[src/rtl/acq_irq_pkg.sv]
package acq_irq_pkg;

  localparam int ADDR_W = 4;
  localparam int DATA_W = 8;
  localparam int SYNC_STAGES = 2;
  localparam int NUM_EDGE_SRC = 2;

  // register offsets; the values are the block's contract
  localparam int OFS_ENABLE    = 'h2;
  localparam int OFS_CLR_ADC   = 'hA;
  localparam int OFS_CLR_TIMER = 'hC;
  localparam int OFS_CLR_TC    = 'hE;

  // enable register bit positions
  localparam int EN_W    = 6;
  localparam int EN_FIFO = 5;
  localparam int EN_ERR  = 4;
  localparam int EN_CNT  = 3;
  localparam int EN_TC   = 2;
  localparam int EN_DIO  = 1;
  localparam int EN_DMA  = 0;

  // sticky request slots
  localparam int NUM_STICKY = 3;
  localparam int SRC_ERR = 0;
  localparam int SRC_CNT = 1;
  localparam int SRC_TC  = 2;

  typedef struct packed {
    logic loadEnable;
    logic clrAdc;
    logic clrTimer;
    logic clrTc;
  } ctrlStrb_t;

endpackage

[src/rtl/acq_irq_sync.sv]
module acq_irq_sync #(
  parameter int STAGES = 2
) (
  input  logic clk,
  input  logic rstN,
  input  logic d,
  output logic q
);

  logic [STAGES-1:0] chain;

  generate
    if (STAGES == 1) begin : g_single
      always_ff @(posedge clk or negedge rstN) begin
        if (!rstN) chain <= '0;
        else       chain <= d;
      end
    end else begin : g_multi
      always_ff @(posedge clk or negedge rstN) begin
        if (!rstN) chain <= '0;
        else       chain <= {chain[STAGES-2:0], d};
      end
    end
  endgenerate

  assign q = chain[STAGES-1];

endmodule

[src/rtl/acq_irq_decode.sv]
module acq_irq_decode
  import acq_irq_pkg::*;
#(
  parameter int AW = ADDR_W
) (
  input  logic          busWe,
  input  logic [AW-1:0] busAddr,
  output ctrlStrb_t     strb
);

  always_comb begin
    strb = '0;
    if (busWe) begin
      strb.loadEnable = (busAddr == AW'(OFS_ENABLE));
      strb.clrAdc     = (busAddr == AW'(OFS_CLR_ADC));
      strb.clrTimer   = (busAddr == AW'(OFS_CLR_TIMER));
      strb.clrTc      = (busAddr == AW'(OFS_CLR_TC));
    end
  end

endmodule

[src/rtl/acq_irq_datapath.sv]
module acq_irq_datapath
  import acq_irq_pkg::*;
#(
  parameter int NSYNC = SYNC_STAGES,
  parameter int NEDGE = NUM_EDGE_SRC
) (
  input  logic             clk,
  input  logic             rstN,
  input  ctrlStrb_t        strb,
  input  logic [EN_W-1:0]  enData,
  input  logic             fifoNotEmpty,
  input  logic             adcOverflow,
  input  logic             adcOverrun,
  input  logic [NEDGE-1:0] edgeSrc,
  input  logic             dmaTcPulse,
  output logic             irqOut,
  output logic             dioIrqEn,
  output logic             dmaEn
);

  logic [EN_W-1:0]       enReg;
  logic [NEDGE-1:0]      edgeSync;
  logic                  cntLevel;
  logic                  cntPrev;
  logic                  cntRise;
  logic [NUM_STICKY-1:0] pendSet;
  logic [NUM_STICKY-1:0] pendClr;
  logic [NUM_STICKY-1:0] pendEn;
  logic [NUM_STICKY-1:0] pend;
  logic                  irqNext;
  logic                  irqReg;

  // enable register
  always_ff @(posedge clk or negedge rstN) begin
    if (!rstN)               enReg <= '0;
    else if (strb.loadEnable) enReg <= enData;
  end

  // resynchronise every asynchronous edge source
  generate
    for (genvar e = 0; e < NEDGE; e++) begin : g_edge_sync
      acq_irq_sync #(.STAGES(NSYNC)) u_sync (
        .clk  (clk),
        .rstN (rstN),
        .d    (edgeSrc[e]),
        .q    (edgeSync[e])
      );
    end
  endgenerate

  // combined edge source, rising-edge detection
  assign cntLevel = |edgeSync;

  always_ff @(posedge clk or negedge rstN) begin
    if (!rstN) cntPrev <= 1'b0;
    else       cntPrev <= cntLevel;
  end

  assign cntRise = cntLevel & ~cntPrev;

  // set, clear and enable per sticky slot
  always_comb begin
    pendSet[SRC_ERR] = enReg[EN_ERR] & (adcOverflow | adcOverrun);
    pendSet[SRC_CNT] = enReg[EN_CNT] & cntRise;
    pendSet[SRC_TC]  = enReg[EN_TC]  & dmaTcPulse;
    pendClr[SRC_ERR] = strb.clrAdc;
    pendClr[SRC_CNT] = strb.clrTimer;
    pendClr[SRC_TC]  = strb.clrTc;
    pendEn[SRC_ERR]  = enReg[EN_ERR];
    pendEn[SRC_CNT]  = enReg[EN_CNT];
    pendEn[SRC_TC]   = enReg[EN_TC];
  end

  // a set event in the same cycle as a clear wins
  always_ff @(posedge clk or negedge rstN) begin
    if (!rstN) begin
      pend <= '0;
    end else begin
      for (int s = 0; s < NUM_STICKY; s++) begin
        pend[s] <= pendSet[s] | (pend[s] & ~pendClr[s]);
      end
    end
  end

  // request output
  assign irqNext = (enReg[EN_FIFO] & fifoNotEmpty) | (|(pend & pendEn));

  always_ff @(posedge clk or negedge rstN) begin
    if (!rstN) irqReg <= 1'b0;
    else       irqReg <= irqNext;
  end

  assign irqOut   = irqReg;
  assign dioIrqEn = enReg[EN_DIO];
  assign dmaEn    = enReg[EN_DMA];


  reset_quiet_chk: assert property (@(posedge clk) !rstN |=> !irqOut);


  fifo_level_chk: assert property (@(posedge clk) disable iff (!rstN)
    (enReg[EN_FIFO] && fifoNotEmpty) |=> irqOut);


  err_sticky_chk: assert property (@(posedge clk) disable iff (!rstN)
    (pend[SRC_ERR] && !strb.clrAdc) |=> pend[SRC_ERR]);


  cnt_ignored_chk: assert property (@(posedge clk) disable iff (!rstN)
    (!enReg[EN_CNT] && !pend[SRC_CNT]) |=> !pend[SRC_CNT]);


  tc_set_wins_chk: assert property (@(posedge clk) disable iff (!rstN)
    (strb.clrTc && enReg[EN_TC] && dmaTcPulse) |=> pend[SRC_TC]);


  irq_quiet_chk: assert property (@(posedge clk) disable iff (!rstN)
    (!fifoNotEmpty && ((pend & pendEn) == '0)) |=> !irqOut);

endmodule

[src/rtl/acq_irq_ctrl.sv]
module acq_irq_ctrl
  import acq_irq_pkg::*;
(
  input  logic              clk,
  input  logic              rstN,
  input  logic [ADDR_W-1:0] busAddr,
  input  logic              busWe,
  input  logic [DATA_W-1:0] busData,
  input  logic              fifoNotEmpty,
  input  logic              adcOverflow,
  input  logic              adcOverrun,
  input  logic              updCounterOut,
  input  logic              extUpdateN,
  input  logic              dmaTcPulse,
  output logic              irqOut,
  output logic              dioIrqEn,
  output logic              dmaEn
);

  ctrlStrb_t               strb;
  logic [NUM_EDGE_SRC-1:0] edgeSrc;
  logic                    unusedHighBits;

  // bits above the enable field carry no function
  assign unusedHighBits = ^busData[DATA_W-1:EN_W];

  assign edgeSrc = {~extUpdateN, updCounterOut};

  acq_irq_decode #(.AW(ADDR_W)) u_decode (
    .busWe   (busWe),
    .busAddr (busAddr),
    .strb    (strb)
  );

  acq_irq_datapath #(
    .NSYNC (SYNC_STAGES),
    .NEDGE (NUM_EDGE_SRC)
  ) u_datapath (
    .clk          (clk),
    .rstN         (rstN),
    .strb         (strb),
    .enData       (busData[EN_W-1:0]),
    .fifoNotEmpty (fifoNotEmpty),
    .adcOverflow  (adcOverflow),
    .adcOverrun   (adcOverrun),
    .edgeSrc      (edgeSrc),
    .dmaTcPulse   (dmaTcPulse),
    .irqOut       (irqOut),
    .dioIrqEn     (dioIrqEn),
    .dmaEn        (dmaEn)
  );

endmodule

[config.mk]
export PLATFORM = sky130hd
export DESIGN_NAME = acq_irq_ctrl
export DESIGN_NICKNAME = d
export VERILOG_FILES = /design/src/rtl/acq_irq_pkg.sv /design/src/rtl/acq_irq_sync.sv /design/src/rtl/acq_irq_decode.sv /design/src/rtl/acq_irq_datapath.sv /design/src/rtl/acq_irq_ctrl.sv
export SDC_FILE = /design/constraint.sdc
export NUM_CORES = 1
export LEC_CHECK = 0
export BUFFER_PORTS_ARGS = -buffer_cell sky130_fd_sc_hd__buf_2
export CORE_AREA = 3 3 40 42
export CTS_CLUSTER_DIAMETER = 100
export CTS_CLUSTER_SIZE = 14
export DETAILED_ROUTE_END_ITERATION = 10
export DIE_AREA = 0 0 43 45
export HOLD_SLACK_MARGIN = 0.08
export PLACE_DENSITY = 0.75
export SYNTH_ARGS = -nofsm -noshare
export SYNTH_HDL_FRONTEND = slang
export SYNTH_SLANG_ARGS = --single-unit
[constraint.sdc]
create_clock -name clk -period 1.4 [get_ports clk]
set_input_delay 0.07 -clock clk [delete_from_list [all_inputs] [get_ports clk]]
set_output_delay 0.07 -clock clk [all_outputs]
set_load 0.03 [all_outputs]
==> flow_summary.json, run 1 <==
{
  "max_freq_ghz": 0.754,
  "synthAdderAreaFrac": 0,
  "wl_met1_um": 473,
  "synth_top_family_by_area": "multiplexers",
  "hp-class": "primary input to flip-flop",
  "die_x_um": 43,
  "grt_pass1_vias": 487,
  "drt_iter0_drc": 1,
  "leakage_nw": 0.433,
  "drc": 0,
  "fin_crit_sh": 0.947,
  "clk_pin_slew_ns": 0.08,
  "crit_path_end_kind": "flip-flop",
  "wl_um": 1270,
  "nNetsFinal": 101,
  "syn_inst": 40,
  "track_usage": 0.162,
  "antenna_found_initial": 0,
  "r2r_cells": 3,
  "post_drt_wl_per_cell_um": 13.5,
  "clockRootBuffer": "clkbuf_4",
  "cts_sinks": 15,
  "wl_met2_um": 693,
  "crit_required_ns": 1.57,
  "start_kind": "primary input",
  "fin_crit_ns": 1.33,
  "fin_skew_ns": 0.00333,
  "postCtsResizedCells": 0,
  "area_growth_pct": 48.5,
  "finalPower_mw": 1.05,
  "clock_latency_ns": 0.28,
  "synth_cell_type_count": 11,
  "maxCapViolations": 0,
  "syn_nets": 61,
  "dr_wl_met3_um": 60,
  "viasPerCell": 4.76,
  "numPortBuffers": 21,
  "synthSimpleGateAreaFrac": 0.148,
  "rsz0062_at_grt": "false",
  "outcome": "finished clean",
  "slew_headroom": 0.786,
  "ys_seq_elements": 15,
  "ctsLongestPathBuffers": 2,
  "final_hold_viol_count": 0,
  "synth_compound_area_frac": 0.0583,
  "ios": 24,
  "ctsHtreeMaxLevel": 1,
  "p_per_area_mw_per_mm2": 1180,
  "syn_avg_cell_area_um2": 15.0,
  "regToRegSetupSlack_ns": 0.17,
  "synth_warnings": 0,
  "postCtsSetupRepairBufs": 0,
  "grt_overflow": 0,
  "crit_fanout": 1,
  "worstSetupPathType": "primary input to flip-flop",
  "num_vias": 447,
  "hold_buffers": 14,
  "synth_xor_area_frac": 0,
  "r2r-start": "u_datapath.enReg[4]$_DFFE_PN0P_",
  "slew_violations": 0,
  "crit_start": "adcOverflow",
  "setup-tns-final_ns": 0,
  "drt_first_pass_iters": 4,
  "rows": 13,
  "seq_area_frac_synth": 0.625,
  "cp.arrival_ns": 1.49,
  "hold_path.startpoint": "busAddr[0]",
  "worst_pin_slew_ns": 0.321,
  "grt_max_degree": 16,
  "gp_congestion": 0.689,
  "hold_depth": 4,
  "setup_violations": 0,
  "antennaDiodeCount": 0,
  "initial_core_util": 0.467,
  "irDropWorstVdd_mv": 0.543,
  "final_layout_size_suffix_gt1_frac": 0.430,
  "die_h_um": 45,
  "grt_first_pass_wirelength_um": 2180,
  "cts_made_buffers": 3,
  "cts_tree": "built",
  "synth_mux_area_frac": 0.150,
  "core_area_mm2": 0.00128,
  "ant_nets": 0,
  "die_area_mm2": 0.00194,
  "syn_area_um2": 601,
  "dr.max_layer_used": "met4"
}
-- final cells by class --
| type | count | area [um2] |
|---|---|---|
| multi-input combinational | 22 | 214 |
| fill | 95 | 393 |
| sequential | 15 | 375 |
| clock buffer | 3 | 22.5 |
| inverter | 3 | 11.3 |
| timing repair buffer | 35 | 245 |
| tap | 15 | 18.8 |
| clock inverter | 1 | 5.00 |
-- path summary, 6_finish.rpt --
path / endpoint
worst max-delay path: u_datapath.pend[0]$_DFF_PN0_
worst min-delay path: u_datapath.pend[1]$_DFF_PN0_
worst max register to register: u_datapath.pend[0]$_DFF_PN0_
worst min register to register: u_datapath.g_edge_sync[0].u_sync.chain[1]$_DFF_PN0_
max in group asynchronous: u_datapath.enReg[2]$_DFFE_PN0P_
min in group asynchronous: u_datapath.enReg[0]$_DFFE_PN0P_
-- cells in the mapped netlist --
cell,n,area share
mux2_4,6,0.15
nand3b_1,1,0.013
nand4bb_4,1,0.046
nand4b_1,1,0.015
nor2_8,1,0.033
dfrtp_1,15,0.63
o21ai_0,4,0.033
inv_1,3,0.019
or2_2,1,0.010
a22oi_1,2,0.025
nand2_1,5,0.031
-- critical path, stage by stage --
cell and delay (ns):
dlygate4sd3_1 0.54, buf_2 0.12, o21ai_0 0.14, dlygate4sd3_1 0.57, nand2_1 0.06
-- per-layer routing --
metal / global-route usage / vias up
met5: 0 / -
met4: 0.108 / 0
met3: 0.0239 / 4
met2: 0.275 / 18
met1: 0.191 / 210
li1: - / 215
-- state kept, by name (all words and copies together) (netlist names) --
name	count
u_datapath.enReg	6
u_datapath.g_edge_sync.u_sync.chain	4
u_datapath.pend	3
u_datapath.cntPrev	1
u_datapath.irqOut	1
-- placed cells by master (no fill, tap or decap), drive strengths merged --
cell and n:
a22oi 2, buf 21, clkbuf 3, clkinv 1, dfrtp 15, dlygate4sd3 14, inv 3, mux2 6
nand2 5, nand3b 1, nand4b 1, nand4bb 1, nor2 1, o21ai 4, or2 1
-- cell families after synthesis --
group,Yosys count
flops,15
simple gates,10
compound gates,6
mux,6
buf+inv,3
-- per-stage QoR --
| step | util | hold WS (ns) | cell area [um2] | cells | setup slack, ns |
|---|---|---|---|---|---|
| 6_report | 0.694 | 0.159 | 892 | 94 | 0.0742 |
| 3_3_place_gp | 0.564 | -0.0215 | 724 | 76 | 0.343 |
| 3_5_place_dp | 0.564 | -0.0171 | 724 | 76 | 0.324 |
| 5_1_grt | 0.694 | 0.164 | 892 | 94 | 0.0275 |
| 2_1_floorplan | - | -0.226 | 601 | 40 | 0.492 |
| 4_1_cts | 0.694 | 0.152 | 892 | 94 | 0.113 |
-- power breakdown --
part	switching (mW)	internal, mW	leakage [nW]
logic	0.122	0.141	0.245
clock network	0.129	0.106	0.0177
registers	0.0438	0.506	0.171
Power figures use the tool's default switching activity.
==> inputs of run 2 (changes only) <==
--- a/config.mk
+++ b/config.mk
@@ -12,7 +12,7 @@
 export DETAILED_ROUTE_END_ITERATION = 10
 export DIE_AREA = 0 0 43 45
 export HOLD_SLACK_MARGIN = 0.08
-export PLACE_DENSITY = 0.75
+export PLACE_DENSITY = 0.83
 export SYNTH_ARGS = -nofsm -noshare
 export SYNTH_HDL_FRONTEND = slang
 export SYNTH_SLANG_ARGS = --single-unit
==> flow_summary.json, run 2 (synthesized netlist as in run 1, its figures left out) <==
{
  "outcome": "finished clean",
  "cts_made_buffers": 3,
  "clockRootBuffer": "clkbuf_4",
  "clock_latency_ns": 0.28,
  "fill_cells": 97,
  "core_area_mm2": 0.00128,
  "grt_pass1_vias": 470,
  "post_drt_wl_per_cell_um": 11.5,
  "ant_nets": 0,
  "layout_setup_ws_ns": 0.140,
  "place_ws_ns": 0.336,
  "antenna_found_initial": 0,
  "numPortBuffers": 21,
  "area_growth_pct": 46.7,
  "reg_top3": "u_datapath.enReg: 6 flops, u_datapath.g_edge_sync.u_sync.chain: 4 flops, u_datapath.pend: 3 flops",
  "design_area_um2": 881,
  "placed_cells": 76,
  "grt_max_degree": 16,
  "rsz0062_at_grt": "false",
  "layout_commonest_cell": "buf_2",
  "fin_crit_ns": 1.26,
  "slew_headroom": 0.788,
  "multi_input_area_um2": 214,
  "fin_crit_sh": 0.900,
  "ctsHtreeMaxLevel": 1,
  "final_cell_mix": "buf_2, dfrtp_1, dlygate4sd3_1",
  "crit_required_ns": 1.57,
  "fin_skew_ns": 0.00471,
  "irDropWorstVdd_mv": 0.506,
  "setup-tns-final_ns": 0,
  "final_layout_size_suffix_gt1_frac": 0.423,
  "grt_overflow": 0,
  "start_kind": "primary input",
  "gp_congestion": 0.747,
  "die_h_um": 45,
  "cts_sinks": 15,
  "initial_core_util": 0.467,
  "largest_reg_flops": 6,
  "nNetsFinal": 100,
  "hp-class": "primary input to flip-flop",
  "leakage_nw": 0.426,
  "setup_violations": 0,
  "postCtsResizedCells": 0,
  "place_area_um2": 724,
  "drc": 0,
  "die_area_mm2": 0.00194,
  "cp.arrival_ns": 1.43,
  "regMostFlops": "u_datapath.enReg",
  "die_x_um": 43,
  "crit_path_end_kind": "flip-flop",
  "track_usage": 0.132,
  "rows": 13,
  "fin_cells": 93,
  "viasPerCell": 4.51,
  "worstSetupPathType": "primary input to flip-flop",
  "drt_first_pass_iters": 2,
  "clk_pin_slew_ns": 0.09,
  "ctsLongestPathBuffers": 2,
  "maxCapViolations": 0,
  "wl_um": 1070,
  "slew_violations": 0,
  "final_hold_viol_count": 0,
  "antennaDiodeCount": 0,
  "p_per_area_mw_per_mm2": 1180,
  "seq_area_um2": 375,
  "dpl.hpwl_um": 741,
  "drt_iter0_drc": 6,
  "cts_tree": "built",
  "num_vias": 419,
  "worst_pin_slew_ns": 0.319,
  "grt_first_pass_wirelength_um": 1840,
  "ios": 24,
  "crit_fanout": 1,
  "max_freq_ghz": 0.793
}
## run 2: critical path, stage by stage
cell and delay [ns]:
dlygate4sd3_1 0.53, buf_2 0.11, o21ai_0 0.11, dlygate4sd3_1 0.56, nand2_1 0.05
## run 2: area by class of cell
| type | count | area share |
|---|---|---|
| Sequential cell | 15 | 0.426 |
| Timing Repair Buffer | 34 | 0.267 |
| Multi-Input combinational cell | 22 | 0.243 |
| Clock buffer | 4 | 0.0298 |
| Tap cell | 15 | 0.0213 |
| Inverter | 3 | 0.0128 |
## run 2: power breakdown
group / switching (mW) / total [mW] / internal (mW)
sequential: 0.0376 / 0.544 / 0.506
clock: 0.132 / 0.243 / 0.110
combinational: 0.113 / 0.253 / 0.140
total: 0.284 / 1.04 / 0.756
## run 2: worst paths after layout
| path | start | endpoint | slack [ns] | depth (start not counted) |
|---|---|---|---|---|
| hold reg to reg | u_datapath.g_edge_sync[1].u_sync.chain[0]$_DFF_PN0_ | u_datapath.g_edge_sync[1].u_sync.chain[1]$_DFF_PN0_ | 0.36 | 0 |
| setup reg to reg | u_datapath.enReg[4]$_DFFE_PN0P_ | u_datapath.pend[0]$_DFF_PN0_ | 0.22 | 3 |
| hold / removal | busAddr[1] | u_datapath.pend[1]$_DFF_PN0_ | 0.09 | 3 |
| setup / recovery | adcOverflow | u_datapath.pend[0]$_DFF_PN0_ | 0.14 | 5 |
| max in group asynchronous | rstN | u_datapath.enReg[4]$_DFFE_PN0P_ | 0.95 | 2 |
| min in group asynchronous | rstN | u_datapath.g_edge_sync[1].u_sync.chain[0]$_DFF_PN0_ | 0.21 | 2 |
## run 2: what timing repair did
| item | in CTS | in global routing |
|---|---|---|
| setup buffers | 0 | 0 |
| hold buffers | 13 | 0 |
| endpoints found under the hold margin | 26 | 0 |
| endpoints found under the setup margin | 0 | 0 |
## run 2: per-layer routing
metal / vias up / global-route usage / routed length (um)
met2: 17 / 0.216 / 500
li1: 214 / - / -
met1: 186 / 0.159 / 484
met5: - / 0 / 0
met3: 2 / 0.0239 / 60
met4: 0 / 0.0904 / 23
## run 2: through the flow
step / util / hold slack [ns] / power [mW]
6_report: 0.685 / 0.0886 / 1.04
4_1_cts: 0.685 / 0.0855 / 1.05
5_1_grt: 0.685 / 0.0909 / 1.10
3_3_place_gp: 0.564 / -0.0232 / 0.769
3_5_place_dp: 0.564 / -0.0140 / 0.776
2_1_floorplan: - / -0.226 / 0.694
